## src/rtl/useq_pkg.sv

```systemverilog
package useq_pkg;
  localparam int ADDR_W   = 6;
  localparam int OP_W     = 3;
  localparam int CTRL_W   = 8;
  localparam int CSEL_W   = 2;
  localparam int RLEN_LOG = ADDR_W - OP_W;          // routine length 2**RLEN_LOG
  localparam int STAT_W   = (1 << CSEL_W) - 1;

  typedef enum logic [1:0] {
    BT_NEXT   = 2'd0,
    BT_BRANCH = 2'd1,
    BT_MAP    = 2'd2,
    BT_RET    = 2'd3
  } btype_e;

  typedef struct packed {
    logic [CTRL_W-1:0] ctrl;
    logic [CSEL_W-1:0] csel;
    btype_e            bt;
    logic [ADDR_W-1:0] addr;
  } uinstr_t;

  localparam int UI_W = $bits(uinstr_t);

  function automatic uinstr_t mk(logic [CTRL_W-1:0] c, logic [CSEL_W-1:0] s,
                                 btype_e b, logic [ADDR_W-1:0] a);
    uinstr_t u;
    u.ctrl = c;
    u.csel = s;
    u.bt   = b;
    u.addr = a;
    return u;
  endfunction

  // Control store contents: fetch in routine 0, opcode k routine at k*2**RLEN_LOG
  function automatic uinstr_t ustore_word(logic [ADDR_W-1:0] a);
    logic [OP_W-1:0]     k;
    logic [RLEN_LOG-1:0] off;
    uinstr_t             u;
    k   = a[ADDR_W-1 -: OP_W];
    off = a[RLEN_LOG-1:0];
    if (k == '0) begin
      case (off)
        3'd0:    u = mk(8'h01, 2'd0, BT_NEXT,   6'd0);
        3'd1:    u = mk(8'h02, 2'd1, BT_BRANCH, 6'd3);
        3'd2:    u = mk(8'h04, 2'd0, BT_NEXT,   6'd0);
        3'd3:    u = mk(8'h08, 2'd0, BT_MAP,    6'd0);
        3'd5:    u = mk(8'h55, 2'd0, BT_NEXT,   6'd0);
        3'd6:    u = mk(8'h66, 2'd0, BT_RET,    6'd0);
        default: u = mk(8'h40, 2'd0, BT_BRANCH, 6'd0);
      endcase
    end else begin
      case (off)
        3'd0:    u = mk({4'hA, 1'b0, k}, 2'd2, BT_BRANCH, {k, 3'd4});
        3'd1:    u = mk({4'hB, 1'b0, k}, 2'd0, BT_BRANCH, 6'd5);
        3'd2:    u = mk({4'hC, 1'b0, k}, 2'd0, BT_BRANCH, 6'd0);
        3'd4:    u = mk({4'hD, 1'b0, k}, 2'd3, BT_BRANCH, 6'd0);
        3'd5:    u = mk({4'hE, 1'b0, k}, 2'd0, BT_BRANCH, 6'd0);
        default: u = mk(8'hF0, 2'd0, BT_BRANCH, 6'd0);
      endcase
    end
    return u;
  endfunction
endpackage

```

## src/rtl/useq_store.sv

```systemverilog
module useq_store
  import useq_pkg::*;
(
  input  logic [ADDR_W-1:0] addr_i,
  output uinstr_t           word_o
);
  assign word_o = ustore_word(addr_i);
endmodule

```

## src/rtl/useq_branch.sv

```systemverilog
module useq_branch
  import useq_pkg::*;
(
  input  uinstr_t           mi_i,
  input  logic [ADDR_W-1:0] car_i,
  input  logic [ADDR_W-1:0] ret_i,
  input  logic [OP_W-1:0]   opcode_i,
  input  logic [STAT_W-1:0] status_i,
  output logic [ADDR_W-1:0] nxt_o,
  output logic              take_o
);
  logic [STAT_W:0] cond_vec;
  logic            cond;

  assign cond_vec = {status_i, 1'b1};   // select 0 is always true
  assign cond     = cond_vec[mi_i.csel];

  always_comb begin
    take_o = 1'b0;
    nxt_o  = car_i + 1'b1;
    unique case (mi_i.bt)
      BT_NEXT: ;
      BT_BRANCH: if (cond) begin
        take_o = 1'b1;
        nxt_o  = mi_i.addr;
      end
      BT_MAP:  nxt_o = {opcode_i, {RLEN_LOG{1'b0}}};
      BT_RET:  nxt_o = ret_i;
      default: ;
    endcase
  end
endmodule

```

## src/rtl/useq_top.sv

```systemverilog
module useq_top
  import useq_pkg::*;
(
  input  logic              clk_i,
  input  logic              rst_ni,
  input  logic [OP_W-1:0]   opcode_i,
  input  logic [STAT_W-1:0] status_i,
  output logic [ADDR_W-1:0] car_o,
  output logic [CTRL_W-1:0] ctrl_o
);
  logic [ADDR_W-1:0] car_q, ret_q, nxt;
  uinstr_t           cdr_q, rd_word;
  logic              take;

  useq_branch u_branch (
    .mi_i    (cdr_q),
    .car_i   (car_q),
    .ret_i   (ret_q),
    .opcode_i(opcode_i),
    .status_i(status_i),
    .nxt_o   (nxt),
    .take_o  (take)
  );

  // Read ahead with the next address so the data register tracks the address register
  useq_store u_store (
    .addr_i(nxt),
    .word_o(rd_word)
  );

  always_ff @(posedge clk_i or negedge rst_ni) begin
    if (!rst_ni) begin
      car_q <= '0;
      cdr_q <= ustore_word('0);
      ret_q <= '0;
    end else begin
      car_q <= nxt;
      cdr_q <= rd_word;
      if (take) ret_q <= car_q + 1'b1;
    end
  end

  assign car_o  = car_q;
  assign ctrl_o = cdr_q.ctrl;
endmodule

```

## config.mk

```make
export PLATFORM = sky130hd
export DESIGN_NAME = useq_top
export DESIGN_NICKNAME = d
export VERILOG_FILES = /design/src/rtl/useq_pkg.sv /design/src/rtl/useq_store.sv /design/src/rtl/useq_branch.sv /design/src/rtl/useq_top.sv
export SDC_FILE = /design/constraint.sdc
export NUM_CORES = 1
export LEC_CHECK = 0
export BUFFER_PORTS_ARGS = -buffer_cell sky130_fd_sc_hd__buf_2
export CORE_ASPECT_RATIO = 0.75
export CORE_UTILIZATION = 40
export DETAILED_ROUTE_END_ITERATION = 8
export SKIP_CTS_REPAIR_TIMING = 1
export SYNTH_ARGS = -nofsm -noshare
export SYNTH_HDL_FRONTEND = slang
export SYNTH_HIERARCHICAL = 1
export SYNTH_SLANG_ARGS = --single-unit
```

## constraint.sdc

```tcl
create_clock -name clk_i -period 3 [get_ports clk_i]
set_input_delay 0.3 -clock clk_i [delete_from_list [all_inputs] [get_ports clk_i]]
set_output_delay 0.3 -clock clk_i [all_outputs]
set_load 0.005 [all_outputs]
```

==> results.json, run 1 <==
{
  "cp-end-kind": "flop",
  "crit_top_cell": "mux2i_1",
  "crit_chain": "mux2i_1 -> a211oi_4 -> mux2i_1 -> o21ai_1 -> nor3_4 -> or3_1 -> o311ai_1",
  "synth_seq_cells": 30,
  "grt_pass1_wl_mm": 5.09,
  "wl_mm": 2.94,
  "reg2reg_to": "ctrl_o[4]",
  "setup_viol": 0,
  "cpPeakStageDelay_ps": 560,
  "drcViolationCount": 0,
  "ys_types": 40,
  "fp.dieW_um": 72.4,
  "yosys.cell_count.top_type": "dfrtp_1",
  "grt.overflow.total": 0,
  "synth_common_cells": "dfrtp_1 (29), nand2_1 (11), nor2_1 (11)",
  "async_flop_share_pct": 100,
  "fin_skew_ps": 4.34,
  "fin_hold_ws_ps": 45.6,
  "grt_usage_pct": 17.6,
  "synth_top_area_cell": "dfrtp_1",
  "reg2reg_from": "cdr_q[8]",
  "crit_required_ps": 3170,
  "fin_crit_ps": 2500,
  "hold_viol": 0,
  "power_leakage_nw": 0.796,
  "r2r_cells": 7,
  "vias_per_cell": 5.10,
  "p_per_area_nw_per_um2": 1300,
  "die_area_um2": 3960,
  "syn-num-nets": 154,
  "postPlaceCellArea_um2": 1600,
  "path_buf_inv": 0,
  "clockBufferDepth": 2,
  "dp_slack_ps": 541,
  "max_freq_ghz": 0.399,
  "final_area_um2": 1690,
  "syn_area_per_cell_um2": 10.3,
  "rsz0062_at_grt": "false",
  "num_vias": 1087,
  "hold_path.class": "in2async",
  "synthTopCellsByArea": "dfrtp_1 (49%), mux2i_1 (4.0%), buf_4 (4.0%)",
  "synth_top_flop_cell": "dfrtp_1",
  "tightest_slew_ps": 678,
  "first_iter_violations": 67,
  "yosys_warnings": 6,
  "cts-root-buf": "clkbuf_8",
  "final.setup.tns_ps": 0,
  "cts_max_level": 2,
  "netSwitchingPower_uw": 930,
  "fin_ws_ps": 495,
  "wl_per_cell_um": 13.8,
  "fillCellCount": 329,
  "pwr-share-clk_pct": 14.8,
  "n_antenna_cell": 0,
  "fp-row-count": 18,
  "antenna_found_initial": 0,
  "io_pins": 22,
  "place_congestion": 0.809,
  "ys_seq_area_share_pct": 50.6,
  "cp.arrival_ps": 2670,
  "initial_utilization_pct": 43.4,
  "die_h_um": 54.8,
  "timing.max_cap.violations": 0,
  "drive_above_1_share_pct": 25.8,
  "synth_top_area_share_pct": 48.9,
  "mappedNetlistArea_um2": 1490,
  "utilization_pct": 49.3,
  "maxSlewHeadroom_pct": 54.5,
  "core_area_um2": 3420,
  "area_growth_pct": 13.6,
  "slew_violations": 0,
  "crit_path_start_kind": "flop",
  "cp_top_family": "compound AO/OA/AOI/OAI gates",
  "fin_crit_sh_pct": 83.5,
  "io_buffers": 21,
  "netlist_instances": 144,
  "crit_slowest_cell": "o21ai_1",
  "crit_type": "reg2reg",
  "worst_skew_pair.late_latency_ps": 280,
  "rrSetupSlack_ps": 500,
  "cts_buffers": 5,
  "dpl.hpwl_mm": 2.00,
  "crit_fanout": 10,
  "status": "complete, no violations",
  "grt_pass1_vias": 1071,
  "seq_power_share_pct": 32.8,
  "cts_sinks": 30,
  "drtPass1Iterations": 4,
  "switching_share_pct": 42.3,
  "ant_nets": 0,
  "cts_tree": "done",
  "register_area_um2": 752,
  "grt_max_degree": 31,
  "final_nets": 172,
  "stdcell_count": 213,
  "clkTransAtPathRegs_ps": 60,
  "ir_drop_mv": 0.562,
  "dp_cells": 205,
  "p_total_mw": 2.20,
  "internal_power_mw": 1.27,
  "multi_input_area_um2": 629,
  "synth_edf_count": 0,
  "comb_power_share_pct": 52.4
}
==> power groups by stage <==
stage / sequential (mW) / clock, mW / combinational (mW)
global route: 0.741 / 0.359 / 1.30
CTS: 0.722 / 0.338 / 1.15
global placement: 0.723 / 0 / 1.12
finish: 0.720 / 0.326 / 1.15
floorplan: 0.681 / 0 / 0.917
detailed placement: 0.726 / 0 / 1.14
==> logic make-up (layout without fill, tap and decap cells) <==
group,Yosys count,in the layout,synth area share [%]
compound gates,28,28,12.7
fa+ha+maj,2,2,1.68
simple gates,49,49,16.9
mux,9,9,6.32
xor+xnor,8,8,4.72
flops,30,30,50.6
buf+inv,18,37,6.99
==> cells in the final DEF (no fill, tap or decap), types with 2 or more instances in the layout <==
cell,n
clkbuf_8,6
nand2b_1,2
mux2i_1,6
a31oi_1,3
or3_1,2
a21oi_1,7
o21ai_0,2
nand3_1,6
mux2_2,3
and2_1,2
xnor2_1,3
nor2_1,11
xor2_1,5
a22oi_1,4
o22ai_1,2
nor2b_1,2
o21ai_1,4
nand2_1,11
ha_1,2
inv_1,2
buf_4,4
dfrtp_1,29
nor3_1,6
buf_2,21
==> metal layers <==
layer	up-vias	track usage [%]	wire length (um)
li1	529	-	-
met1	536	24.2	1450
met2	19	26.3	1340
met3	3	4.60	118
met4	0	7.84	26
met5	-	0	0
==> cell type report <==
type / count / area share (%)
tap: 50 / 3.71
clock inverter: 1 / 0.297
inverter: 4 / 1.04
sequential: 30 / 44.6
timing repair buffer: 25 / 8.01
multi-input combinational: 96 / 37.3
clock buffer: 7 / 5.11
==> flip-flops by register name (all words and copies together), names as in the netlist <==
signal / count
cdr_q: 10
ctrl_o: 8
car_o: 6
ret_q: 6
==> how the worst max path moves through the flow <==
stage / slack, ps / cells past startpoint / from / endpoint
finish: 500 / 7 / cdr_q[8] / ctrl_o[4]
global route: 290 / 7 / cdr_q[8] / cdr_q[8]
CTS: 520 / 7 / cdr_q[8] / ctrl_o[4]
detailed placement: 540 / 7 / cdr_q[8] / ctrl_o[4]
global placement: 670 / 7 / cdr_q[8] / cdr_q[8]
floorplan: 870 / 7 / cdr_q[8] / cdr_q[8]
No activity file was read; power rests on OpenSTA's default activity.
==> run 2: changes to the inputs <==
clock period = 2.3 ns   (was 3 ns; I/O delays follow)
==> results.json, run 2 (synthesis gave the netlist of run 1 again) <==
{
  "grt_max_degree": 31,
  "ant_nets": 0,
  "core_area_um2": 3420,
  "clkTransAtPathRegs_ps": 70,
  "crit_required_ps": 2500,
  "largest_register_ffs": 10,
  "drive_above_1_share_pct": 31.8,
  "reg2reg_from": "cdr_q[9]",
  "dp_cells": 213,
  "final_nets": 182,
  "die_h_um": 54.8,
  "cts_buffers": 5,
  "r2r_cells": 8,
  "rrSetupSlack_ps": 170,
  "cts-root-buf": "clkbuf_8",
  "area_growth_pct": 19.9,
  "die_area_um2": 3960,
  "fin_crit_ps": 2130,
  "final_area_um2": 1780,
  "dp_slack_ps": 122,
  "slew_violations": 0,
  "violations": "hold timing",
  "maxSlewHeadroom_pct": 57.6,
  "fp.dieW_um": 72.4,
  "cts_tree": "done",
  "crit_path_start_kind": "flop",
  "grt_usage_pct": 17.9,
  "setup_viol": 0,
  "top_register": "cdr_q",
  "timing.max_cap.violations": 0,
  "io_buffers": 21,
  "worst_skew_pair.late_latency_ps": 280,
  "first_iter_violations": 74,
  "cp-end-kind": "flop",
  "reg2reg_to": "cdr_q[8]",
  "layout_common_cells": "dfrtp_1 (29), buf_2 (21), buf_4 (13)",
  "crit_fanout": 16,
  "fin_hold_ws_ps": -33.6,
  "tightest_slew_ps": 635,
  "final_common_cell": "dfrtp_1",
  "n_antenna_cell": 0,
  "p_total_mw": 3.05,
  "hold_viol": 29,
  "p_per_area_nw_per_um2": 1710,
  "grt.overflow.total": 0,
  "vias_per_cell": 5.09,
  "drcViolationCount": 0,
  "power_leakage_nw": 0.846,
  "fin_ws_ps": 172,
  "io_pins": 22,
  "fillCellCount": 334,
  "postPlaceCellArea_um2": 1660,
  "ir_drop_mv": 0.754,
  "max_freq_ghz": 0.470,
  "wl_mm": 3.12,
  "place_congestion": 0.806,
  "fin_skew_ps": 5.66,
  "stdcell_count": 223,
  "drtPass1Iterations": 5,
  "status": "complete, but fails checks",
  "dpl.hpwl_mm": 2.10,
  "wl_per_cell_um": 14.0,
  "grt_pass1_wl_mm": 5.03,
  "hold_path.class": "in2async",
  "initial_utilization_pct": 43.4,
  "grt_pass1_vias": 1093,
  "cp.arrival_ps": 2330,
  "num_vias": 1134,
  "clockBufferDepth": 2,
  "cts_sinks": 30,
  "antenna_found_initial": 0,
  "fp-row-count": 18,
  "fin_crit_sh_pct": 92.5,
  "cts_max_level": 2,
  "crit_type": "reg2reg"
}
==> run 2: final cells by class <==
type	instances	area (um2)	area share (%)
Multi-Input combinational cell	97	651	36.5
Clock buffer	6	82.6	4.64
Timing Repair Buffer	34	203	11.4
Sequential cell	30	752	42.2
Tap cell	50	62.6	3.51
Clock inverter	2	12.5	0.703
Inverter	4	17.5	0.984
==> run 2: worst max path at each step <==
stage / from / to / cells past startpoint
finish: cdr_q[9] / cdr_q[8] / 8
global route: cdr_q[9] / ctrl_o[4] / 7
CTS: cdr_q[8] / ctrl_o[4] / 7
detailed placement: cdr_q[8] / ctrl_o[4] / 7
global placement: cdr_q[8] / ctrl_o[4] / 7
floorplan: cdr_q[8] / cdr_q[8] / 7
==> run 2: through the flow <==
step                      util (%)  setup TNS (ps)
after floorplan                  -               0
after global placement        48.4               0
after detailed placement      48.4               0
after CTS                     51.2               0
after global routing          52.0           -2.90
final                         52.0               0
==> run 2: metal layers <==
| layer | wire length, um | vias to the layer above | share of wire (%) | global-route usage, % |
|---|---|---|---|---|
| li1 | - | 554 | - | - |
| met1 | 1500 | 553 | 48 | 20.9 |
| met2 | 1440 | 23 | 46 | 30.1 |
| met3 | 119 | 4 | 3.8 | 6.26 |
| met4 | 51 | 0 | 1.6 | 9.15 |
| met5 | 0 | - | 0 | 0 |
==> run 2: critical path, stage by stage (launching register included) <==
cell	delay, ps
dfrtp_1	450
nor3b_2	340
a211oi_4	70
buf_4	170
a21oi_1	140
a22oi_1	100
buf_4	220
or3_1	410
a21oi_1	150
==> run 2: report_power, final <==
part           switching, mW  leakage [nW]  total (mW)  internal (mW)
clock network          0.198        0.0472       0.438          0.240
registers              0.130         0.378       0.897          0.767
logic                  0.939         0.421        1.71          0.775
